File: config.mk
export PLATFORM = sky130hd
export DESIGN_NAME = ctl_decoder_top
export DESIGN_NICKNAME = d
export VERILOG_FILES = /design/src/rtl/ctl_pkg.sv /design/src/rtl/ctl_main_dec.sv /design/src/rtl/ctl_alu_dec.sv /design/src/rtl/ctl_decoder_top.sv
export SDC_FILE = /design/constraint.sdc
export NUM_CORES = 1
export LEC_CHECK = 0
export ABC_CLOCK_PERIOD_IN_PS = 840
export CAP_MARGIN = 5
export CORE_AREA = 2 2 39 41
export DETAILED_ROUTE_END_ITERATION = 8
export DIE_AREA = 0 0 41 43
export PLACE_DENSITY = 0.66
export SYNTH_ARGS = -nofsm -noshare
export SYNTH_HDL_FRONTEND = slang
export SYNTH_SLANG_ARGS = --single-unit
File: constraint.sdc
create_clock -name vclk -period 0.84
set_input_delay 0.084 -clock vclk [all_inputs]
set_output_delay 0.084 -clock vclk [all_outputs]
set_load 0.005 [all_outputs]
File: src/rtl/ctl_pkg.sv
package ctl_pkg;

    localparam int OPC_W   = 6;
    localparam int FN_W    = 6;
    localparam int AOP_W   = 4;
    localparam int CLS_W   = 2;
    localparam int NUM_RFN = 5;

    typedef enum logic [OPC_W-1:0] {
        OPC_RTYPE = 6'b000000,
        OPC_JUMP  = 6'b000010,
        OPC_BREQ  = 6'b000100,
        OPC_LOAD  = 6'b100011,
        OPC_STORE = 6'b101011
    } opcode_e;

    typedef enum logic [CLS_W-1:0] {
        CLS_ADD   = 2'b00,
        CLS_SUB   = 2'b01,
        CLS_FUNCT = 2'b10,
        CLS_NONE  = 2'b11
    } alu_cls_e;

    typedef enum logic [AOP_W-1:0] {
        AOP_AND = 4'b0000,
        AOP_OR  = 4'b0001,
        AOP_ADD = 4'b0010,
        AOP_SUB = 4'b0110,
        AOP_SLT = 4'b0111
    } alu_op_e;

    typedef struct packed {
        logic     dst_rd;
        logic     opb_imm;
        logic     wb_mem;
        logic     rf_wr;
        logic     dm_rd;
        logic     dm_wr;
        logic     br_eq;
        logic     jmp;
        alu_cls_e cls;
    } ctl_word_t;

    localparam ctl_word_t CTL_QUIET = '{
        dst_rd: 1'b0, opb_imm: 1'b0, wb_mem: 1'b0, rf_wr: 1'b0,
        dm_rd: 1'b0, dm_wr: 1'b0, br_eq: 1'b0, jmp: 1'b0, cls: CLS_NONE
    };

    // Function-code table entry i: code and resulting ALU operation.
    function automatic logic [FN_W-1:0] rfn_code(input int idx);
        case (idx)
            0:       rfn_code = 6'b100000;
            1:       rfn_code = 6'b100010;
            2:       rfn_code = 6'b100100;
            3:       rfn_code = 6'b100101;
            default: rfn_code = 6'b101010;
        endcase
    endfunction

    function automatic alu_op_e rfn_alu(input int idx);
        case (idx)
            0:       rfn_alu = AOP_ADD;
            1:       rfn_alu = AOP_SUB;
            2:       rfn_alu = AOP_AND;
            3:       rfn_alu = AOP_OR;
            default: rfn_alu = AOP_SLT;
        endcase
    endfunction

endpackage

File: src/rtl/ctl_main_dec.sv
module ctl_main_dec
    import ctl_pkg::*;
(
    input  logic [OPC_W-1:0] opcode_i,
    output ctl_word_t        word_o
);
    always_comb begin
        word_o = CTL_QUIET;
        case (opcode_i)
            OPC_RTYPE: begin
                word_o.dst_rd = 1'b1;
                word_o.rf_wr  = 1'b1;
                word_o.cls    = CLS_FUNCT;
            end
            OPC_LOAD: begin
                word_o.opb_imm = 1'b1;
                word_o.wb_mem  = 1'b1;
                word_o.rf_wr   = 1'b1;
                word_o.dm_rd   = 1'b1;
                word_o.cls     = CLS_ADD;
            end
            OPC_STORE: begin
                word_o.opb_imm = 1'b1;
                word_o.dm_wr   = 1'b1;
                word_o.cls     = CLS_ADD;
            end
            OPC_BREQ: begin
                word_o.br_eq = 1'b1;
                word_o.cls   = CLS_SUB;
            end
            OPC_JUMP: begin
                word_o.jmp = 1'b1;
                word_o.cls = CLS_ADD;
            end
            default: word_o = CTL_QUIET;
        endcase
    end
endmodule

File: src/rtl/ctl_alu_dec.sv
module ctl_alu_dec
    import ctl_pkg::*;
(
    input  alu_cls_e         cls_i,
    input  logic [FN_W-1:0]  funct_i,
    output alu_op_e          op_o,
    output logic             funct_ok_o
);
    logic [NUM_RFN-1:0] hit;
    logic [AOP_W-1:0]   fn_op;

    for (genvar g = 0; g < NUM_RFN; g++) begin : g_match
        assign hit[g] = (funct_i == rfn_code(g));
    end

    always_comb begin
        fn_op = '0;
        for (int i = 0; i < NUM_RFN; i++) begin
            if (hit[i]) fn_op = fn_op | rfn_alu(i);
        end
    end

    assign funct_ok_o = |hit;

    always_comb begin
        case (cls_i)
            CLS_ADD:   op_o = AOP_ADD;
            CLS_SUB:   op_o = AOP_SUB;
            CLS_FUNCT: op_o = funct_ok_o ? alu_op_e'(fn_op) : AOP_AND;
            default:   op_o = AOP_AND;
        endcase
    end
endmodule

File: src/rtl/ctl_decoder_top.sv
module ctl_decoder_top
    import ctl_pkg::*;
(
    input  logic [5:0] opcode,
    input  logic [5:0] funct,
    output logic       dst_rd,
    output logic       opb_imm,
    output logic       wb_mem,
    output logic       rf_wr,
    output logic       dm_rd,
    output logic       dm_wr,
    output logic       br_eq,
    output logic       jmp,
    output logic [1:0] alu_cls,
    output logic [3:0] alu_op
);
    ctl_word_t raw_word;
    ctl_word_t fin_word;
    alu_op_e   op_sel;
    logic      funct_ok;

    ctl_main_dec u_main (
        .opcode_i (opcode),
        .word_o   (raw_word)
    );

    ctl_alu_dec u_alu (
        .cls_i      (raw_word.cls),
        .funct_i    (funct),
        .op_o       (op_sel),
        .funct_ok_o (funct_ok)
    );

    // Illegal register-register function: silence everything but the class.
    always_comb begin
        fin_word = raw_word;
        if (raw_word.cls == CLS_FUNCT && !funct_ok) begin
            fin_word     = CTL_QUIET;
            fin_word.cls = CLS_FUNCT;
        end
    end

    assign dst_rd  = fin_word.dst_rd;
    assign opb_imm = fin_word.opb_imm;
    assign wb_mem  = fin_word.wb_mem;
    assign rf_wr   = fin_word.rf_wr;
    assign dm_rd   = fin_word.dm_rd;
    assign dm_wr   = fin_word.dm_wr;
    assign br_eq   = fin_word.br_eq;
    assign jmp     = fin_word.jmp;
    assign alu_cls = fin_word.cls;
    assign alu_op  = op_sel;
endmodule

Yosys cells after proc, flatten, opt, wreduce, memory -nomap -nowiden
Index checks and enable logic that the tools add are counted.

Memory bits (writable): 0. Register bits: 0. Latch bits: 0. Bits of input ports: 12. Memories: 0. Logic and storage cells: 43. Output and inout port bits: 14. Memory bits (read-only): 0.

Bitwise logic cells: 4. Reduce and logical (&&, ||, !) cells: 8. Add/subtract/negate cells: 0. Equal/unequal tests: 11. Multiply operators: 0. Magnitude comparators: 0. Mux-type cells: 20. Shift operators: 0. Div/mod/pow operators: 0.

Operators by type and width (count): $eq 6x6->1 const B (7); $mux 4 (9); $or 4x4->4 (4); $pmux 4 s3 (1); $mux 10 (1); $mux 1 (7); $eq 6x2->1 const B (1); $eq 6x3->1 const B (1); $logic_not 6->1 (1); $pmux 2 s3 (1); $reduce_or 5->1 (1); $reduce_or 2->1 (2); $reduce_or 3->1 (1); $eq 2x1->1 const B (1); $eq 2x2->1 const B (1); $logic_not 2->1 (1); $mux 2 (1); $logic_and 1x1->1 (1); $logic_not 1->1 (1).

Depth between registers and ports, before layout
Gate-level depths: netlist of the first run.

Depth in word-level cells: 12. Gate-level depth with buffers: 4. Depth with buffers taken out: 3.

Modules after synthesis
Synthesis of the first run repeated with hierarchy kept, for this count alone.

Cells, all modules: 45. Area total of the unflattened synthesis: 327.8 um2.

By module, submodules not included: ctl_main_dec (cells each 20, sequential area each 0.0 um2, area each 136.4 um2, instances 1); ctl_alu_dec (cells each 14, sequential area each 0.0 um2, area each 115.1 um2, instances 1); ctl_decoder_top (cells each 11, sequential area each 0.0 um2, area each 76.3 um2, instances 1).

Worst setup path before layout of the first run
OpenSTA, ideal clock, no wires.

Kind: input-to-output. Start: input port opcode[0]. End: output port rf_wr. Required time: 0.756 ns. Data arrival time: 0.741 ns. Path buffers: 0. Slack: 0.015 ns. Stages: 3. Path through: nor3_2 > nand2b_1 > o31ai_2.

Cells in the longest elaborated chain, start to end: 6. Elaborated cells between the ends (all ways): 12. Classes of those cells: eq/ne: 5; mux: 3; reduce/logical: 4.

RTL lines: start, declared (RTL line ctl_decoder_top.sv:4) `input logic [5:0] opcode,`; $eq 6x6->1 or $eq 6x2->1 (tied branches) (RTL line ctl_main_dec.sv:9) `case (opcode_i)`; $reduce_or 3->1 (no source line); $pmux 2 s3 (RTL line ctl_main_dec.sv:9); $eq 2x2->1 (RTL line ctl_decoder_top.sv:37) `if (raw_word.cls == CLS_FUNCT && !funct_ok) begin`; $logic_and 1x1->1 (RTL line ctl_decoder_top.sv:37); $mux 10 * (RTL line ctl_decoder_top.sv:37); end, declared (RTL line ctl_decoder_top.sv:9) `output logic rf_wr,`.

Mark *: on every way between the ends. The rest lies on a longest branch, timed or not.

Final worst setup path of the first run
Start: input port funct[4]. End: output port alu_op[1].

Cells in the longest elaborated chain, start to end: 12. Elaborated cells between the ends (all ways): 17. Classes of those cells: eq/ne: 5; mux: 7; bitwise: 4; reduce/logical: 1.

RTL lines: start, declared (RTL line ctl_decoder_top.sv:5) `input logic [5:0] funct,`; $eq 6x6->1 (RTL line ctl_alu_dec.sv:13) `assign hit[g] = (funct_i == rfn_code(g));`; $mux 2 (RTL line ctl_alu_dec.sv:19) `if (hit[i]) fn_op = fn_op | rfn_alu(i);`; $or 4x4->4 (RTL line ctl_alu_dec.sv:19); $mux 4 (RTL line ctl_alu_dec.sv:19); $or 4x4->4 (RTL line ctl_alu_dec.sv:19); $mux 4 (RTL line ctl_alu_dec.sv:19); $or 4x4->4 (RTL line ctl_alu_dec.sv:19); $mux 4 (RTL line ctl_alu_dec.sv:19); $or 4x4->4 (RTL line ctl_alu_dec.sv:19); $mux 4 (RTL line ctl_alu_dec.sv:19); $mux 4 * (RTL line ctl_alu_dec.sv:29) `CLS_FUNCT: op_o = funct_ok_o ? alu_op_e'(fn_op) : AOP_AND;`; $pmux 4 s3 * (RTL line ctl_alu_dec.sv:26) `case (cls_i)`; end, declared (RTL line ctl_decoder_top.sv:15) `output logic [3:0] alu_op`.

Marks and branches as above.

==> summary.txt, run 1 <==
Place
  • Placement Cell Area: around 600 sq um
  • RePlAce Congestion: 0.650
  • Post-DP HPWL: just over 700 microns
  • PortBufs: 25
  • DP Worst Slack: -1030 ps

Pwr
  • Pwr dens: ~370 nW/um^2
  • Worst vdd ir: between 200 and 250 uV
  • Leakage: around 0.0004 uW
  • Tot Pwr: between 300 and 400 uW

GRT
  • Largest net degree at the start of global routing: 6
  • Vias in the first global route: around 470
  • First-pass GRT wire length: 1.87 mm
  • GRT overflow: 0
  • Gr usage total: between 10% and 20%
  • Initial antenna violation count: 0

Finish
  • Commonest cells after routing, fill and taps aside: buf_6, buf_2, buf_4
  • Final #Nets: just under 100
  • Clock buffers: 0
  • # diodes: 0
  • Register area: 0 sq um
  • FFs & Latches: 0
  • Fill cells: 121
  • Commonest non-fill, non-tap cell in the layout: buf_6
  • Synthesis-to-layout area growth: 226%
  • Share of cells above drive strength 1: around 86%
  • Final Cell Area: a little over 800 sq um

Route
  • DRC Markers: 0
  • Initial DRC count: 3
  • Antenna Nets Post-Route: 0
  • Detailed Routing Iterations Pass 1: 2
  • Total Routed Length: between 1 and 1.5 mm
  • DR WL/cell: ~13 microns
  • Via density per instance: about 4.5
  • Vias after detailed routing: 449

STA
  • Setup WS post-layout: -387 ps
  • RSZ-0062 raised after global routing: true
  • Minimum clock period: about 1200 ps
  • Final period util: 146%
  • Final-report hold violation count: 0
  • Setup Viol. Count Final: 12
  • Final Max Slew Viols: 0
  • Max Clk Rate: a little over 800 MHz

Floorplanning
  • Die Width: between 40 and 50 microns
  • Die area: 1760 sq um
  • IO Pins: 26
  • CORE AREA: between 1000 and 1500 sq um
  • Initial Utilization: a little under a fifth
  • Placement row count: 14
  • Die height: 43 microns

Synthesis
  • Yosys cell types: 24
  • Avg Synthesized Cell Area: roughly 7.4 sq um
  • Post-synthesis sequential area ratio: 0%
  • Post-Syn Area: 251 sq um
  • Warnings, synthesis: 0
  • Syn nets: 46
  • Gate Count Post-Synth: 34

Critical path
  • Worst Setup End Kind: primary output
  • Worst Path Max Fanout: 2
  • Critical path startpoint category: input port
  • Crit Path Category: input port to primary output
  • Worst-path cell with the longest stage delay: nor4b_4
  • Arr. time, crit path: 1140 ps
  • CP required: ~760 ps
  • Critical Path Max Stage Delay: 310 ps
  • Worst-path cell chain: buf_8 -> nor4b_4 -> o21ai_2 -> buf_4 -> o41ai_2 -> buf_2

Job
  • Max_cap viols: 0

Clock network
  • Hold buffers post-CTS: 0

Min path
  • Worst Hold Class: input port to primary output

Run status
  • Status: complete, but fails checks
  • Failing checks: negative setup slack
cell type report:
cell class / instances / area [sq um] / share of cell area [%]
Inverter: 4 / 15.0 / 1.83
Tap cell: 16 / 20.0 / 2.44
Timing Repair Buffer: 51 / 455 / 55.5
Multi-Input combinational cell: 28 / 330 / 40.2
final timing paths:
| kind | depth (start not counted) | start | slack (ps) | end |
|---|---|---|---|---|
| min | 3 | opcode[1] | 500 | jmp |
| max | 6 | funct[4] | -390 | alu_op[1] |
cell families after synthesis:
family | after synthesis | synth area share, %
compound gates | 8 | 29.8
simple gates | 18 | 53.2
buf+inv | 6 | 11.9
xor+xnor | 1 | 3.48
other cells | 1 | 1.49
per-stage QoR:
stage / instances / TNS (ps) / util [%] / hold slack [ps]
floorplan: 34 / 0 / - / 201
global placement: 86 / -12060 / 43.7 / 1230
detailed placement: 86 / -12060 / 43.7 / 1230
CTS: 97 / -1810 / 53.3 / 502
global route: 99 / -2800 / 59.3 / 512
finish: 99 / -2150 / 59.3 / 503
Yosys cell counts, drive strengths merged:
library cell / count / area share, %
a21oi: 1 / 2.0
a22oi: 1 / 5.0
a31oi: 1 / 2.5
a41oi: 1 / 3.5
and3: 3 / 7.5
buf: 2 / 6.0
conb: 1 / 1.5
inv: 4 / 6.0
nand2b: 1 / 2.5
nand3: 1 / 2.0
nand3b: 1 / 3.0
nor2: 3 / 4.5
nor3: 4 / 9.9
nor3b: 2 / 8.0
nor4: 1 / 2.5
nor4b: 1 / 9.5
nor4bb: 1 / 4.0
o21ai: 2 / 5.5
o31ai: 1 / 5.0
o41ai: 1 / 6.5
xor2: 1 / 3.5
layer usage:
metal	GRT usage (%)	part of all wire [%]	up-vias	routed length (microns)
met4	0	0	0	0
met2	31.9	61	14	787
met3	1.05	6.2	0	79
li1	-	-	226	-
met5	0	0	-	0
met1	14.3	32	209	416
critical path: cells and delay by family:
| kind | cells | cell delay (ps) |
|---|---|---|
| AO/OA/AOI/OAI | 2 | 350 |
| buffers and inverters | 3 | 410 |
| AND/OR/NAND/NOR | 1 | 310 |
what timing repair did:
| item | 4_1_cts | 5_1_grt |
|---|---|---|
| pin swaps | 16 | 7 |
| endpoints found under the setup margin | 13 | 13 |
| resized for setup | 139 | 15 |
| buffers inserted | 13 | 3 |
report_power, final:
group	total (uW)	switching (uW)	internal, uW
Clock	0	0	0
Combinational	305	127	177
Sequential	0	0	0
Total	305	127	177
Note: power is estimated with default switching activity, not from simulation.
==> run 2: changes to the inputs <==
--- a/config.mk
+++ b/config.mk
@@ -10,7 +10,9 @@
 export CORE_AREA = 2 2 39 41
 export DETAILED_ROUTE_END_ITERATION = 8
 export DIE_AREA = 0 0 41 43
-export PLACE_DENSITY = 0.66
+export PLACE_DENSITY = 0.72
+export SLEW_MARGIN = 0
 export SYNTH_ARGS = -nofsm -noshare
 export SYNTH_HDL_FRONTEND = slang
+export SYNTH_HIERARCHICAL = 1
 export SYNTH_SLANG_ARGS = --single-unit
==> summary.txt, run 2 <==
Run status
  • Status: complete, but fails checks (unchanged)
  • Failing checks: negative setup slack (unchanged)

STA
  • Final-report hold violation count: 0 (unchanged)
  • Minimum clock period: 1340 ps (was 1230 ps)
  • Final Max Slew Viols: 0 (unchanged)
  • Max Clk Rate: 747 MHz (was 815 MHz)
  • Final period util: 159% (was 146%)
  • RSZ-0062 raised after global routing: true (unchanged)
  • Setup Viol. Count Final: 13 (was 12)
  • Setup WS post-layout: -498 ps (was -387 ps)
  • Worst hold margin: 537 ps (was 503 ps)

Synthesis
  • Gate Count Post-Synth: 45 (was 34)
  • Post-synth top area share: 17.2% (was 9.45%)
  • Synth top area cells: nor2b_1, or4bb_1, nor3_1 (was nor4b_4, and3_1, o41ai_2)
  • Syn nets: 57 (was 46)
  • Yosys cell types: 25 (was 24)
  • Post-synthesis sequential area ratio: 0% (unchanged)
  • Post-synth top cells: nor2b_1, nor3_1 (was inv_1, and3_1, nor2_1, nor3_1, buf_4)
  • Post-Syn Area: 328 sq um (was 251 sq um)
  • Count leader, synth: nor2b_1 (was inv_1)
  • Avg Synthesized Cell Area: 7.28 sq um (was 7.40 sq um)
  • Warnings, synthesis: 6 (was 0)
  • Synth area leader: nor2b_1 (was nor4b_4)

GRT
  • First-pass GRT wire length: 2.50 mm (was 1.87 mm)
  • Vias in the first global route: 563 (was 469)
  • GRT overflow: 0 (unchanged)
  • Largest net degree at the start of global routing: 6 (unchanged)
  • Initial antenna violation count: 0 (unchanged)
  • Gr usage total: 20.1% (was 14.9%)

Critical path
  • Buf+Inv Stages, Crit Path: 2 (was 3)
  • Critical Path Max Stage Delay: 410 ps (was 310 ps)
  • Crit Path Category: input port to primary output (unchanged)
  • Arr. time, crit path: 1250 ps (was 1140 ps)
  • Worst-path cell with the longest stage delay: or3b_4 (was nor4b_4)
  • Worst-path cell chain: buf_8 -> nor3_4 -> o21ai_2 -> or3b_4 -> o41ai_2 -> buf_2 (was buf_8 -> nor4b_4 -> o21ai_2 -> buf_4 -> o41ai_2 -> buf_2)
  • Critical path startpoint category: input port (unchanged)
  • Worst Setup End Kind: primary output (unchanged)
  • Family with the most delay on the worst path: simple AND/OR/NAND/NOR gates (was buffers and inverters)
  • CP required: 760 ps (about the same)
  • Worst Path Max Fanout: 3 (was 2)

Route
  • Vias after detailed routing: 524 (was 449)
  • DRC Markers: 0 (unchanged)
  • DR WL/cell: 14.4 microns (was 13.0 microns)
  • Antenna Nets Post-Route: 0 (unchanged)
  • Total Routed Length: 1.53 mm (was 1.28 mm)
  • Initial DRC count: 4 (was 3)
  • Via density per instance: 4.94 (was 4.54)
  • Detailed Routing Iterations Pass 1: 4 (was 2)

Place
  • Post-DP HPWL: 931 microns (was 718 microns)
  • RePlAce Congestion: 0.748 (was 0.650)
  • PortBufs: 25 (unchanged)

Job
  • Max_cap viols: 0 (unchanged)

Finish
  • Commonest non-fill, non-tap cell in the layout: buf_2 (was buf_6)
  • Commonest cells after routing, fill and taps aside: buf_2, buf_6, buf_4 (was buf_6, buf_2, buf_4)
  • Fill cells: 127 (was 121)
  • FFs & Latches: 0 (unchanged)
  • Final #Nets: 104 (was 97)
  • Synthesis-to-layout area growth: 155% (was 226%)
  • # diodes: 0 (unchanged)
  • Clock buffers: 0 (unchanged)
  • Area of the multi-input gates: 400 sq um (was 330 sq um)
  • Register area: 0 sq um (unchanged)
  • Share of cells above drive strength 1: 71.1% (was 85.5%)

Floorplanning
  • Initial Utilization: 23.7% (was 18.2%)
  • Die Width: 41 microns (unchanged)
  • CORE AREA: 1380 sq um (unchanged)
  • Placement row count: 14 (unchanged)
  • Die area: 1760 sq um (unchanged)
  • Die height: 43 microns (unchanged)
  • IO Pins: 26 (unchanged)

Pwr
  • Power share of the clock group: 0% (about the same)
  • Pwr dens: 373 nW/um^2 (was 371 nW/um^2)
  • Leakage: 0.000432 uW (was 0.000398 uW)
  • Logic gate share of total power: 100.0% (about the same)
  • Worst vdd ir: 185 uV (was 222 uV)
  • Internal power: 184 uW (was 177 uW)
  • Tot Pwr: 312 uW (was 305 uW)
  • Sw Ratio: 40.9% (was 41.8%)
  • Switching pwr: 128 uW (was 127 uW)
  • Register share of total power: 0% (about the same)

Min path
  • Hold path depth: 4 (was 3)
  • Hold Path Origin: funct[2] (was opcode[1])
  • Hold path endpoint: alu_op[1] (was jmp)
  • Worst Hold Class: input port to primary output (unchanged)

Clock network
  • Hold buffers post-CTS: 0 (unchanged)
run 2: power by group through the flow:
stage / combinational [uW] / sequential (uW) / clock (uW)
6_report: 312 / 0 / 0
2_1_floorplan: 87.2 / 0 / 0
5_1_grt: 333 / 0 / 0
4_1_cts: 294 / 0 / 0
3_5_place_dp: 252 / 0 / 0
3_3_place_gp: 247 / 0 / 0
run 2: final cells by class:
| cell class | instances | share of cell area (%) |
|---|---|---|
| inverter | 2 | 0.900 |
| multi-input combinational | 39 | 48.0 |
| tap | 16 | 2.40 |
| timing repair buffer | 49 | 48.7 |
run 2: what timing repair did:
item                                    in CTS  in global routing
endpoints found under the hold margin        0                  0
setup buffers                                7                  2
endpoints found under the setup margin      13                 13
gates cloned                                 0                  0
resized for setup                          115                  6
pin swaps                                   15                  5
run 2: routing by layer:
layer,up-vias,track usage [%],routed length (microns)
li1,257,-,-
met3,6,0.524,69
met5,-,0,0
met1,238,22.0,539
met2,23,38.1,874
met4,0,6.00,48
run 2: worst max path at each step:
stage              start  cells past startpoint  slack (ps)   endpoint
2_1_floorplan  opcode[0]                      4        -340  alu_op[1]
3_3_place_gp   opcode[5]                      6       -1420  alu_op[1]
3_5_place_dp   opcode[5]                      6       -1440  alu_op[1]
4_1_cts        opcode[3]                      6        -500  alu_op[2]
5_1_grt        opcode[5]                      6        -560  alu_op[2]
6_report       opcode[5]                      6        -500  alu_op[2]
run 2: through the flow:
stage          cells  setup TNS [ps]  utilization [%]  setup slack [ps]  area [sq um]
6_report         106           -5920             60.3              -498           835
5_1_grt          106           -6770             60.3              -563           835
4_1_cts          105           -5620             58.4              -500           808
3_5_place_dp      98          -17170             54.2             -1440           751
3_3_place_gp      98          -16440             54.2             -1420           751
2_1_floorplan     45           -2200                -              -344           383
run 2: kinds of logic after synthesis:
family	after synthesis	share of synthesized area, %
AOI/OAI and AO/OA	6	16.4
muxes	1	3.43
and+or+nand+nor	30	67.2
other	1	1.14
xor gates and xnor gates	1	2.67
buffers and inverters	6	9.16
